File: src/rtl/ksched_pkg.sv
package ksched_pkg;

  typedef enum logic {
    PH_ASC  = 1'b0,
    PH_DESC = 1'b1
  } schedPhase_e;

  // strobes from the control to the key datapath
  typedef struct packed {
    logic loadKey;
    logic applyStep;
    logic srcRight;
  } schedCmd_t;

endpackage

File: src/rtl/ksched_path.sv
module ksched_path
  import ksched_pkg::*;
#(
  parameter int WORD_W    = 8,
  parameter int NUM_WORDS = 6,
  localparam int HALF_W   = WORD_W * NUM_WORDS
) (
  input  logic              clk,
  input  logic              rst,
  input  schedCmd_t         cmd,
  input  logic [WORD_W-1:0] stepConst,
  input  logic [HALF_W-1:0] loadLeft,
  input  logic [HALF_W-1:0] loadRight,
  output logic [HALF_W-1:0] keyLeft,
  output logic [HALF_W-1:0] keyRight
);

  localparam int NUM_GROUPS = NUM_WORDS / 3;

  logic [HALF_W-1:0] keyLeftQ, keyRightQ;
  logic [HALF_W-1:0] srcHalf, mixMask;
  logic [HALF_W-1:0] groupMask [NUM_GROUPS];

  assign srcHalf = cmd.srcRight ? keyRightQ : keyLeftQ;

  // one three-word bit-sliced substitution per group; outputs land one word on
  for (genvar g = 0; g < NUM_GROUPS; g++) begin : gGroup
    localparam int T0 = ((3*g + 1) % NUM_WORDS) * WORD_W;
    localparam int T1 = ((3*g + 2) % NUM_WORDS) * WORD_W;
    localparam int T2 = ((3*g + 3) % NUM_WORDS) * WORD_W;
    logic [WORD_W-1:0] in0, in1, in2, aV, bV, cV;

    if (g == 0) begin : gConst
      assign in0 = srcHalf[3*g*WORD_W +: WORD_W] + stepConst;
    end else begin : gPlain
      assign in0 = srcHalf[3*g*WORD_W +: WORD_W];
    end
    assign in1 = srcHalf[(3*g+1)*WORD_W +: WORD_W];
    assign in2 = srcHalf[(3*g+2)*WORD_W +: WORD_W];

    assign aV = in0 ^ (in2 & in1);
    assign bV = in1 ^ (in2 & aV);
    assign cV = in2 ^ (bV | aV);

    assign groupMask[g] = (HALF_W'({aV[0], aV[WORD_W-1:1]}) << T0)
                        | (HALF_W'(bV) << T1)
                        | (HALF_W'({cV[WORD_W-2:0], cV[WORD_W-1]}) << T2);
  end

  always_comb begin
    mixMask = '0;
    for (int k = 0; k < NUM_GROUPS; k++) mixMask = mixMask | groupMask[k];
  end

  always_ff @(posedge clk) begin
    if (rst) begin
      keyLeftQ  <= '0;
      keyRightQ <= '0;
    end else if (cmd.loadKey) begin
      keyLeftQ  <= loadLeft;
      keyRightQ <= loadRight;
    end else if (cmd.applyStep) begin
      if (cmd.srcRight) keyLeftQ  <= keyLeftQ ^ mixMask;
      else              keyRightQ <= keyRightQ ^ mixMask;
    end
  end

  assign keyLeft  = keyLeftQ;
  assign keyRight = keyRightQ;

endmodule

File: src/rtl/ksched_ctrl.sv
module ksched_ctrl
  import ksched_pkg::*;
#(
  parameter int CNT_W   = 8,
  parameter int MID_CNT = 47
) (
  input  logic             clk,
  input  logic             rst,
  input  logic             loadReq,
  input  logic             stepReq,
  output schedCmd_t        cmd,
  output logic [CNT_W-1:0] stepConst,
  output logic [CNT_W-1:0] roundCnt,
  output logic             descPhase,
  output logic             armed
);

  localparam logic [CNT_W-1:0] CNT_ONE = CNT_W'(1);
  localparam logic [CNT_W-1:0] CNT_MID = CNT_W'(MID_CNT);

  logic [CNT_W-1:0] cntQ, useCnt;
  schedPhase_e      phaseQ;
  logic             armedQ, takeStep, atMid, countDown;

  assign takeStep  = stepReq & ~loadReq & armedQ;
  assign atMid     = (phaseQ == PH_ASC) && (cntQ == CNT_MID);
  assign countDown = (phaseQ == PH_DESC) || atMid;
  assign useCnt    = countDown ? cntQ - CNT_ONE : cntQ;

  always_comb begin
    cmd.loadKey   = loadReq;
    cmd.applyStep = takeStep;
    cmd.srcRight  = useCnt[0];
  end
  assign stepConst = useCnt;

  always_ff @(posedge clk) begin
    if (rst) begin
      cntQ   <= CNT_ONE;
      phaseQ <= PH_ASC;
      armedQ <= 1'b0;
    end else if (loadReq) begin
      cntQ   <= CNT_ONE;
      phaseQ <= PH_ASC;
      armedQ <= 1'b1;
    end else if (takeStep) begin
      if (!countDown) begin
        cntQ <= cntQ + CNT_ONE;
      end else begin
        cntQ   <= useCnt;
        phaseQ <= PH_DESC;
        if (useCnt == CNT_ONE) armedQ <= 1'b0;
      end
    end
  end

  assign roundCnt  = cntQ;
  assign descPhase = (phaseQ == PH_DESC);
  assign armed     = armedQ;

endmodule

File: src/rtl/ksched_top.sv
module ksched_top
  import ksched_pkg::*;
#(
  parameter int WORD_W    = 8,
  parameter int NUM_WORDS = 6,
  parameter int MID_CNT   = 47,
  localparam int HALF_W   = WORD_W * NUM_WORDS
) (
  input  logic              clk,
  input  logic              rst,
  input  logic              loadKey,
  input  logic              stepKey,
  input  logic [HALF_W-1:0] loadLeft,
  input  logic [HALF_W-1:0] loadRight,
  output logic [HALF_W-1:0] keyLeft,
  output logic [HALF_W-1:0] keyRight,
  output logic [WORD_W-1:0] roundCnt,
  output logic              descPhase
);

  schedCmd_t         cmd;
  logic [WORD_W-1:0] stepConst;
  logic              stepArmed;

  ksched_ctrl #(.CNT_W(WORD_W), .MID_CNT(MID_CNT)) uCtrl (
    .clk(clk), .rst(rst), .loadReq(loadKey), .stepReq(stepKey),
    .cmd(cmd), .stepConst(stepConst), .roundCnt(roundCnt),
    .descPhase(descPhase), .armed(stepArmed)
  );

  ksched_path #(.WORD_W(WORD_W), .NUM_WORDS(NUM_WORDS)) uPath (
    .clk(clk), .rst(rst), .cmd(cmd), .stepConst(stepConst),
    .loadLeft(loadLeft), .loadRight(loadRight),
    .keyLeft(keyLeft), .keyRight(keyRight)
  );

endmodule

File: config.mk
export PLATFORM = sky130hd
export DESIGN_NAME = ksched_top
export DESIGN_NICKNAME = d
export VERILOG_FILES = /design/src/rtl/ksched_pkg.sv /design/src/rtl/ksched_path.sv /design/src/rtl/ksched_ctrl.sv /design/src/rtl/ksched_top.sv
export SDC_FILE = /design/constraint.sdc
export NUM_CORES = 1
export LEC_CHECK = 0
export ABC_CLOCK_PERIOD_IN_PS = 6630
export BUFFER_PORTS_ARGS = -buffer_cell sky130_fd_sc_hd__buf_2
export CAP_MARGIN = 10
export CORE_AREA = 2 2 120 122
export CTS_CLUSTER_SIZE = 40
export DETAILED_ROUTE_END_ITERATION = 12
export DIE_AREA = 0 0 122 124
export GPL_ROUTABILITY_DRIVEN = 0
export MAX_ROUTING_LAYER = met4
export PLACE_DENSITY_LB_ADDON = 0.3
export SLEW_MARGIN = 5
export SYNTH_ARGS = -nofsm -noshare
export SYNTH_HDL_FRONTEND = slang
export SYNTH_SLANG_ARGS = --single-unit
File: constraint.sdc
create_clock -name clk -period 6.63 [get_ports clk]
set_input_delay 1.989 -clock clk [delete_from_list [all_inputs] [get_ports clk]]
set_output_delay 1.989 -clock clk [all_outputs]
set_load 0.05 [all_outputs]
==> results.md, run 1 <==
- The worst setup path is of the reg -> reg kind.
- The library cells used most frequently in the layout, excluding fill and tap cells, are buf_2 (202), nor2_1 (164), dfxtp_1 (106).
- The number of gates resized after CTS was 0.
- Once detail routing completed, the nets flagged for antenna violations numbered 0.
- The post-detailed-routing wire length is 23500 µm.
- The number of hold violations in the final report is 0.
- The area growth from synthesis to layout is 18.6%.
- In this run the cell area of the synthesized design comes to 7380 µm².
- The slew at the pin closest to its max-slew limit is 1.16 ns.
- The number of buffers created by CTS is 9.
- Measured on the finished design, the core utilization comes to 63.9%.
- The maximum frequency from static timing analysis is 0.211 GHz.
- TritonCTS built the clock tree.
- The largest incremental delay on the critical path is 0.66 ns.
- In this run the static leakage power is 0.00366 µW.
- The signal on the critical path passes through ha_1, nand4b_1, nor2_1, a21o_1, ha_2, mux2_2, ha_1, a21oi_1, o31ai_1, and3_1, or3_1, nor2_1, xor3_1, nor4b_1, nor3_1.
- The synthesized design contains 0 enable-type register cells.
- For this design the ratio of total power to cell area is 212 nW/µm².
- STA classifies the critical path endpoint as a flop.
- The worst-path cell with the longest stage delay is ha_2.
- The number of setup buffers added after CTS is 0.
- Counting every sink on the clock net gives 106.
- The number of antenna diodes in the final layout is 0.
- The worst voltage drop across the vdd grid is 0.124 mV.
- The synthesized design contains 106 register bits.
- After detailed routing, the average wire length per cell comes to 17.6 µm.
- The clock period minus final worst setup slack is 4.73 ns.
- The per-cell via count in the routed design is 5.88.
- Buffers inserted to repair hold after CTS numbered 0.
- The floorplan has 43 rows.
- The die is 124 µm tall.
- The buffer depth of the longest clock path is 2.
- The fraction of final layout cells with drive strength greater than 1 is 21.9%.
- The worst-case hold slack is 0.538 ns.
- Once layout is done, the placed cells without fillers occupy 8760 µm².
- The number of DRC markers after the initial detailed-route iteration is 713.
- The primary flip-flop cell chosen by synthesis mapping is dfxtp_1.
- The number of levels in the clock H-tree is 3.
- Max-cap violations in this run came to 0.
- Setup repair after global routing left no endpoint under its margin.
- The first detailed-routing pass ran for 5 iterations.
- The final worst slack is 1.90 ns.
- The worst slack after detailed placement is 1.96 ns.
- The share of synthesized area in the top cell type comes to 28.7%.
- The vias after detailed routing is 7848.
- The number of global-route vias before repair came to 7016.
- The count of distinct cell types in the synthesized netlist is 65.
- The worst max-slew margin expressed relative to the limit is 22.2%.
- The maximum number of pins on one net before global-route repair is 72.
- The flow ran to the end, and the final reports show no timing, DRC or antenna violations.
- The number of buffer cells added on primary ports is 204.
- After synthesis, flip-flops and latches occupy 28.7% of the total area.
- In this run the standard cell core region covers 13700 µm².
- The library cell used most frequently in the layout, excluding fill and tap cells, is buf_2.
- The data arrival time of the worst path is 4.97 ns.
- The average instance in the mapped netlist occupies 7.44 µm².
- At the end of the flow, the number of nets in the layout was 1260.
- Setup violations remaining at the end of the flow were counted as 0.
- The number of instances in the synthesized netlist is 992.
- The sum of negative setup slack is 0 ns.
- The first global-routing pass estimated 36500 µm of wire.
- The library cell used as clock root buffer is clkbuf_16.
- The path class of the tightest hold or removal check is reg -> reg.
- The number of pins exceeding their max-slew limit in the final report is 0.
- Once detailed placement completed, the half-perimeter wirelength came to 17000 µm.
- The worst-skew pair later-pin latency is 0.36 ns.
- The effective utilization at floorplan is 53.8%.
- The post-route clock skew is 0.00961 ns.
- The overall track demand over capacity in global routing is 31.7%.
- The clock transition at the register clock pins on the worst setup and hold paths after CTS is 0.08 ns.
- Measured along the x axis, the die boundary spans 122 µm.
- The kind of start point of the critical path is a flop.
- The required time at the endpoint of the critical path is 6.87 ns.
- The DRC violation count after routing is 0.
- The share of the clock period used by the worst path is 71.3%.
- The fraction of registers with async set/reset is 0%.
- The total overflow reported by the global router is 0.
- The total I/O pin count is 205.
- The floorplan step defined a die boundary enclosing 15100 µm².
- The post-synth net total is 1103.
- The initial antenna violation count was 0.
- The cell area after placement is 8410 µm².
- dfxtp_1 takes more of the synthesized area than any other cell.
- The Yosys step of the flow raised 0 warnings.
- Of all nets on the critical path, the largest fanout is 22.
- In the post-synthesis netlist, the biggest area contributors are dfxtp_1 (29%), nor2_1 (8.3%), a21oi_1 (7.0%).
==> report_power, final <==
group          total (µW)  internal [µW]  switching (µW)
clock                 638            381             257
combinational         473            151             322
sequential            744            675            68.9
total                1860           1210             648
==> registers in the layout (all words and copies together), names as in the netlist <==
| register | cells |
|---|---|
| uCtrl.descPhase | 1 |
| uCtrl.roundCnt | 8 |
| uPath.keyLeft | 48 |
| uPath.keyRight | 48 |
| uCtrl.armed | 1 |
==> critical path: cells and delay by family (launching register included) <==
| family | cells | cell delay, ns |
|---|---|---|
| compound gates | 3 | 0.49 |
| flops | 1 | 0.37 |
| fa+ha+maj | 3 | 1.24 |
| simple gates | 7 | 1.53 |
| xor+xnor | 1 | 0.49 |
| mux | 1 | 0.47 |
==> kinds of logic after synthesis <==
group / synth area share, %
multiplexers: 5.86
AND/OR/NAND/NOR: 25.6
flip-flops: 28.7
XOR/XNOR: 13.3
buffers and inverters: 4.86
AO/OA/AOI/OAI: 19.7
adder cells (fa/ha/maj): 1.97
==> layout make-up <==
| type | instances | area (µm²) |
|---|---|---|
| clock buffers | 10 | 239 |
| clock inverters | 6 | 111 |
| fillers | 1265 | 4960 |
| inverters | 19 | 71.3 |
| multi-input cells | 801 | 4910 |
| flip-flops and latches | 106 | 2120 |
| well taps | 180 | 225 |
| repair buffers | 212 | 1090 |
==> per-layer routing <==
metal | vias to the layer above | global-route usage, % | wire length [µm]
li1 | 3815 | - | -
met1 | 3586 | 41.6 | 10300
met2 | 397 | 48.7 | 10300
met3 | 50 | 5.49 | 2110
met4 | 0 | 13.0 | 728
met5 | - | - | 0
==> worst paths after layout <==
path                             startpoint                              end  slack, ns  depth (start not counted)
max          uCtrl.roundCnt[1]$_SDFFE_PP0P_  uPath.keyRight[14]$_SDFFE_PP0P_       1.90                         15
min reg2reg        uCtrl.armed$_SDFFE_PP0P_         uCtrl.armed$_SDFFE_PP0P_       0.54                          2
min                uCtrl.armed$_SDFFE_PP0P_         uCtrl.armed$_SDFFE_PP0P_       0.54                          2
max reg2reg  uCtrl.roundCnt[1]$_SDFFE_PP0P_  uPath.keyRight[14]$_SDFFE_PP0P_       1.90                         15
==> cells in the mapped netlist, types with 9 or more instances <==
library cell	instances
a211oi_1	19
a21oi_1	103
a311oi_1	15
and3_1	9
clkbuf_1	47
dfxtp_1	106
ha_1	10
inv_1	18
mux2_2	10
mux2i_1	32
nand2_1	80
nand2b_1	10
nand3_1	25
nor2_1	164
nor3_1	33
o21ai_0	56
or3_1	37
xnor2_1	49
xor2_1	58
==> metrics by stage <==
step | cells | power, µW
6_report | 1334 | 1860
5_1_grt | 1334 | 1930
4_1_cts | 1334 | 1860
3_5_place_dp | 1318 | 1220
3_3_place_gp | 1318 | 1220
2_1_floorplan | 992 | 1080
(Power assumes the default switching activity.)
==> inputs of run 2 (changes only) <==
--- a/config.mk
+++ b/config.mk
@@ -5,13 +5,13 @@
 export SDC_FILE = /design/constraint.sdc
 export NUM_CORES = 1
 export LEC_CHECK = 0
-export ABC_CLOCK_PERIOD_IN_PS = 6630
+export ABC_CLOCK_PERIOD_IN_PS = 4250
 export BUFFER_PORTS_ARGS = -buffer_cell sky130_fd_sc_hd__buf_2
 export CAP_MARGIN = 10
-export CORE_AREA = 2 2 120 122
+export CORE_AREA = 2 2 128 130
 export CTS_CLUSTER_SIZE = 40
 export DETAILED_ROUTE_END_ITERATION = 12
-export DIE_AREA = 0 0 122 124
+export DIE_AREA = 0 0 130 132
 export GPL_ROUTABILITY_DRIVEN = 0
 export MAX_ROUTING_LAYER = met4
 export PLACE_DENSITY_LB_ADDON = 0.3
==> constraint.sdc (replaced) <==
create_clock -name clk -period 4.25 [get_ports clk]
set_input_delay 1.275 -clock clk [delete_from_list [all_inputs] [get_ports clk]]
set_output_delay 1.275 -clock clk [all_outputs]
set_load 0.05 [all_outputs]
==> run 2 against run 1 <==
Effect of this change: critical path depth is the same; final cell count is 4.1% higher; die area grew 13%; first-iteration DRC count is 26% lower; total power up 47%; via count is 0.87% lower; critical endpoint is now uPath.keyLeft[23]$_SDFFE_PP0P_; largest power group unchanged; combinational power up 57%; routed wire length increased by 0.88%.
==> results.md, run 2 (same netlist as run 1, synthesis figures left out) <==
- The library cell used as clock root buffer is clkbuf_16.
- The number of DRC markers after the initial detailed-route iteration was 528 (-26%).
- The clock transition at the register clock pins on the worst setup and hold paths after CTS came to 0.07 ns (about the same).
- The clock period minus final worst setup slack is 4.02 ns (-0.707 ns).
- The data arrival time of the worst path is 4.26 ns (-0.71 ns).
- The number of buffers created by CTS came to 9 (unchanged).
- The min-delay analysis places its worst path in the category reg -> reg.
- The per-cell via count in the routed design is 5.60 (-4.8%).
- The portion of total power attributed to sequential cells is 42.6% (+2.5 points).
- The switching component of the power is 994 µW (+53%).
- The utilization of the core after routing is 57.2% (-6.6 points).
- The fraction of final layout cells with drive strength greater than 1 is 24.3% (+2.4 points).
- The number of global-route vias before repair came to 7180 (+2.3%).
- The worst register-to-register path ends at uPath.keyLeft[23]$_SDFFE_PP0P_.
- The final setup violation count is 0 (unchanged).
- The DRC violation count after routing is 0 (unchanged).
- The power per unit of standard cell area is 303 nW/µm² (+43%).
- The initial antenna violation count is 2 (+2).
- The post-route clock skew came to 0.0118 ns (+0.00218 ns).
- The required time at the endpoint of the critical path is 4.49 ns (-2.38 ns).
- The worst setup path is captured at a flop.
- The number of levels in the clock H-tree was 3 (unchanged).
- The post-detailed-routing wire length is 23700 µm (+0.88%).
- The worst-skew pair later-pin latency is 0.36 ns (about the same).
- The kind of start point of the critical path is a flop.
- The HPWL after detailed placement is 17600 µm (+3.7%).
- The slew at the pin closest to its max-slew limit is 0.757 ns (-0.407 ns).
- The post-layout net count is 1278 (+1.4%).
- The total I/O pin count was 205 (unchanged).
- The net switching fraction of the power was 36.5% (+1.6 points).
- The TritonCTS clock tree is built.
- The share of the clock period used by the worst path is 94.7% (+23 points).
- The run finished with clean final reports.
- Setup repair after global routing left no endpoint under its margin.
- The global-route wire length before repair is 37500 µm (+2.6%).
- The number of buffer cells added on primary ports is 204 (unchanged).
- The largest incremental delay on the critical path is 0.40 ns (-0.26 ns).
- The number of hold violations in the final report is 0 (unchanged).
- The maximum frequency from static timing analysis is 0.249 GHz (+18%).
- The die span in x is 130 µm (+6.6%).
- The startpoint of the worst hold path is uCtrl.roundCnt[1]$_SDFFE_PP0P_.
- The floorplan core area is 15700 µm² (+15%).
- The overall track demand over capacity in global routing is 28.2% (-3.5 points).
- The worst max-slew margin expressed relative to the limit came to 49.1% (+27 points).
- The internal power component was 1730 µW (+43%).
- The buffer depth of the longest clock path is 2 (unchanged).
- The worst-path maximum fanout is 8 (-64%).
- The vias after detailed routing came to 7780 (-0.87%).
- The count of max-cap constraint violations was 0 (unchanged).
- The leakage power figure is 0.00374 µW (+2.0%).
- The total number of clock tree sinks is 106 (unchanged).
- The clock power share came to 30.2% (-4.2 points).
- The count of TritonRoute iterations in the first routing pass is 5 (unchanged).
- The portion of total power attributed to combinational logic is 27.2% (+1.7 points).
- On the critical path the largest part of the delay comes from compound AO/OA/AOI/OAI gates.
- The instance count along the most critical hold path is 2 (unchanged).
- The signal on the critical path passes through ha_2, nand4b_1, nor2_1, a21o_1, ha_4, mux2_2, ha_1, a21oi_1, o31ai_1, and3_1, or3_1, nor2_2, xnor2_1, o2111a_1, a2111oi_0.
- The average wire per standard cell is 17.1 µm (-3.1%).
- The internal reg-to-reg setup slack is 0.23 ns (-1.67 ns).
- The total power of the final layout is 2720 µW (+47%).
- The post-route antenna net violation count is 0 (unchanged).
- The end point of the most critical hold path is uCtrl.roundCnt[1]$_SDFFE_PP0P_.
- The worst voltage drop across the vdd grid was 0.190 mV (+53%).
- The filler cell count is 1525 (+21%).
- The depth of the most critical reg-to-reg path is 15 (unchanged).
- The slowest stage of the critical path is the or3_1 cell.
- The sum of negative setup slack is 0 ns (unchanged).
- The startpoint-to-endpoint class of the critical path is reg -> reg.
- The y dimension of the die came to 132 µm (+6.5%).
- The buffers plus inverters on the worst setup path is 0 (unchanged).
- In the layout the commonest cells are buf_2 (202), nor2_1 (163), a21oi_1 (99), dfxtp_1 (99), nand2_1 (80).
- The number of pins exceeding their max-slew limit in the final report is 0 (unchanged).
- Relative to the synthesized area, the layout overhead comes to 21.7%.
- The full die area is 17200 µm² (+13%).
- The maximum number of pins on one net before global-route repair was 79 (+9.7%).
- The commonest non-fill, non-tap cell in the layout is buf_2.
- The effective utilization at floorplan is 47.0% (-6.8 points).
- The number of placement rows is 46 (+7.0%).
- The worst register-to-register path begins at uCtrl.roundCnt[0]$_SDFFE_PP1P_.
- The total overflow reported by the global router was 0 (unchanged).
## run 2: worst max path at each step
| stage | endpoint | depth (start not counted) | slack, ns | from |
|---|---|---|---|---|
| CTS | uPath.keyRight[10]$_SDFFE_PP0P_ | 14 | 0.07 | uCtrl.roundCnt[0]$_SDFFE_PP1P_ |
| detailed placement | uPath.keyRight[10]$_SDFFE_PP0P_ | 14 | 0.09 | uCtrl.roundCnt[0]$_SDFFE_PP1P_ |
| finish | uPath.keyLeft[23]$_SDFFE_PP0P_ | 15 | 0.23 | uCtrl.roundCnt[0]$_SDFFE_PP1P_ |
| global placement | uPath.keyRight[10]$_SDFFE_PP0P_ | 14 | 0.17 | uCtrl.roundCnt[0]$_SDFFE_PP1P_ |
| floorplan | uPath.keyRight[29]$_SDFFE_PP0P_ | 19 | 0.01 | uCtrl.roundCnt[0]$_SDFFE_PP1P_ |
| global route | uPath.keyLeft[23]$_SDFFE_PP0P_ | 16 | 0.02 | uCtrl.roundCnt[0]$_SDFFE_PP1P_ |
## run 2: power by group through the flow
stage	combinational (µW)	clock [µW]	sequential, µW
2_1_floorplan	345	0	1350
3_3_place_gp	725	0	1180
3_5_place_dp	735	0	1180
4_1_cts	737	823	1160
5_1_grt	802	866	1170
6_report	741	820	1160
## run 2: metal layers
layer,vias up,share of wire (%),track usage (%)
met1,3598,44,37.4
met5,-,0,-
met2,308,47,43.4
met4,0,2.3,9.50
met3,34,7.3,4.99
li1,3840,-,-
## run 2: area by class of cell
class	count	area (µm²)	area share (%)
Antenna cell	2	5.00	0.0557
Clock buffer	13	260	2.89
Clock inverter	2	12.5	0.139
Inverter	19	71.3	0.793
Multi-Input combinational cell	801	4980	55.4
Sequential cell	106	2140	23.8
Tap cell	216	270	3.01
Timing Repair Buffer	230	1250	13.9
## run 2: stage by stage
stage               area, µm²  worst slack, ns  cells  hold WS, ns
floorplan                7510           0.0133    992        0.470
global placement         8660            0.165   1366        0.486
detailed placement       8660           0.0912   1366        0.497
CTS                      8930           0.0728   1381        0.514
global route             8990           0.0248   1389        0.550
finish                   8990            0.227   1389        0.516
## run 2: tightest hold or removal path, cell delays in order (launching register included)
cell and delay [ns]:
dfxtp_4 0.37, nand2_1 0.06, a21oi_1 0.05
## run 2: what timing repair did
| item | 4_1_cts | 5_1_grt |
|---|---|---|
| setup buffers | 0 | 6 |
| endpoints found under the hold margin | 0 | 0 |
| gates resized for setup | 0 | 1 |
| hold buffers | 0 | 0 |
| endpoints found under the setup margin | 0 | 8 |
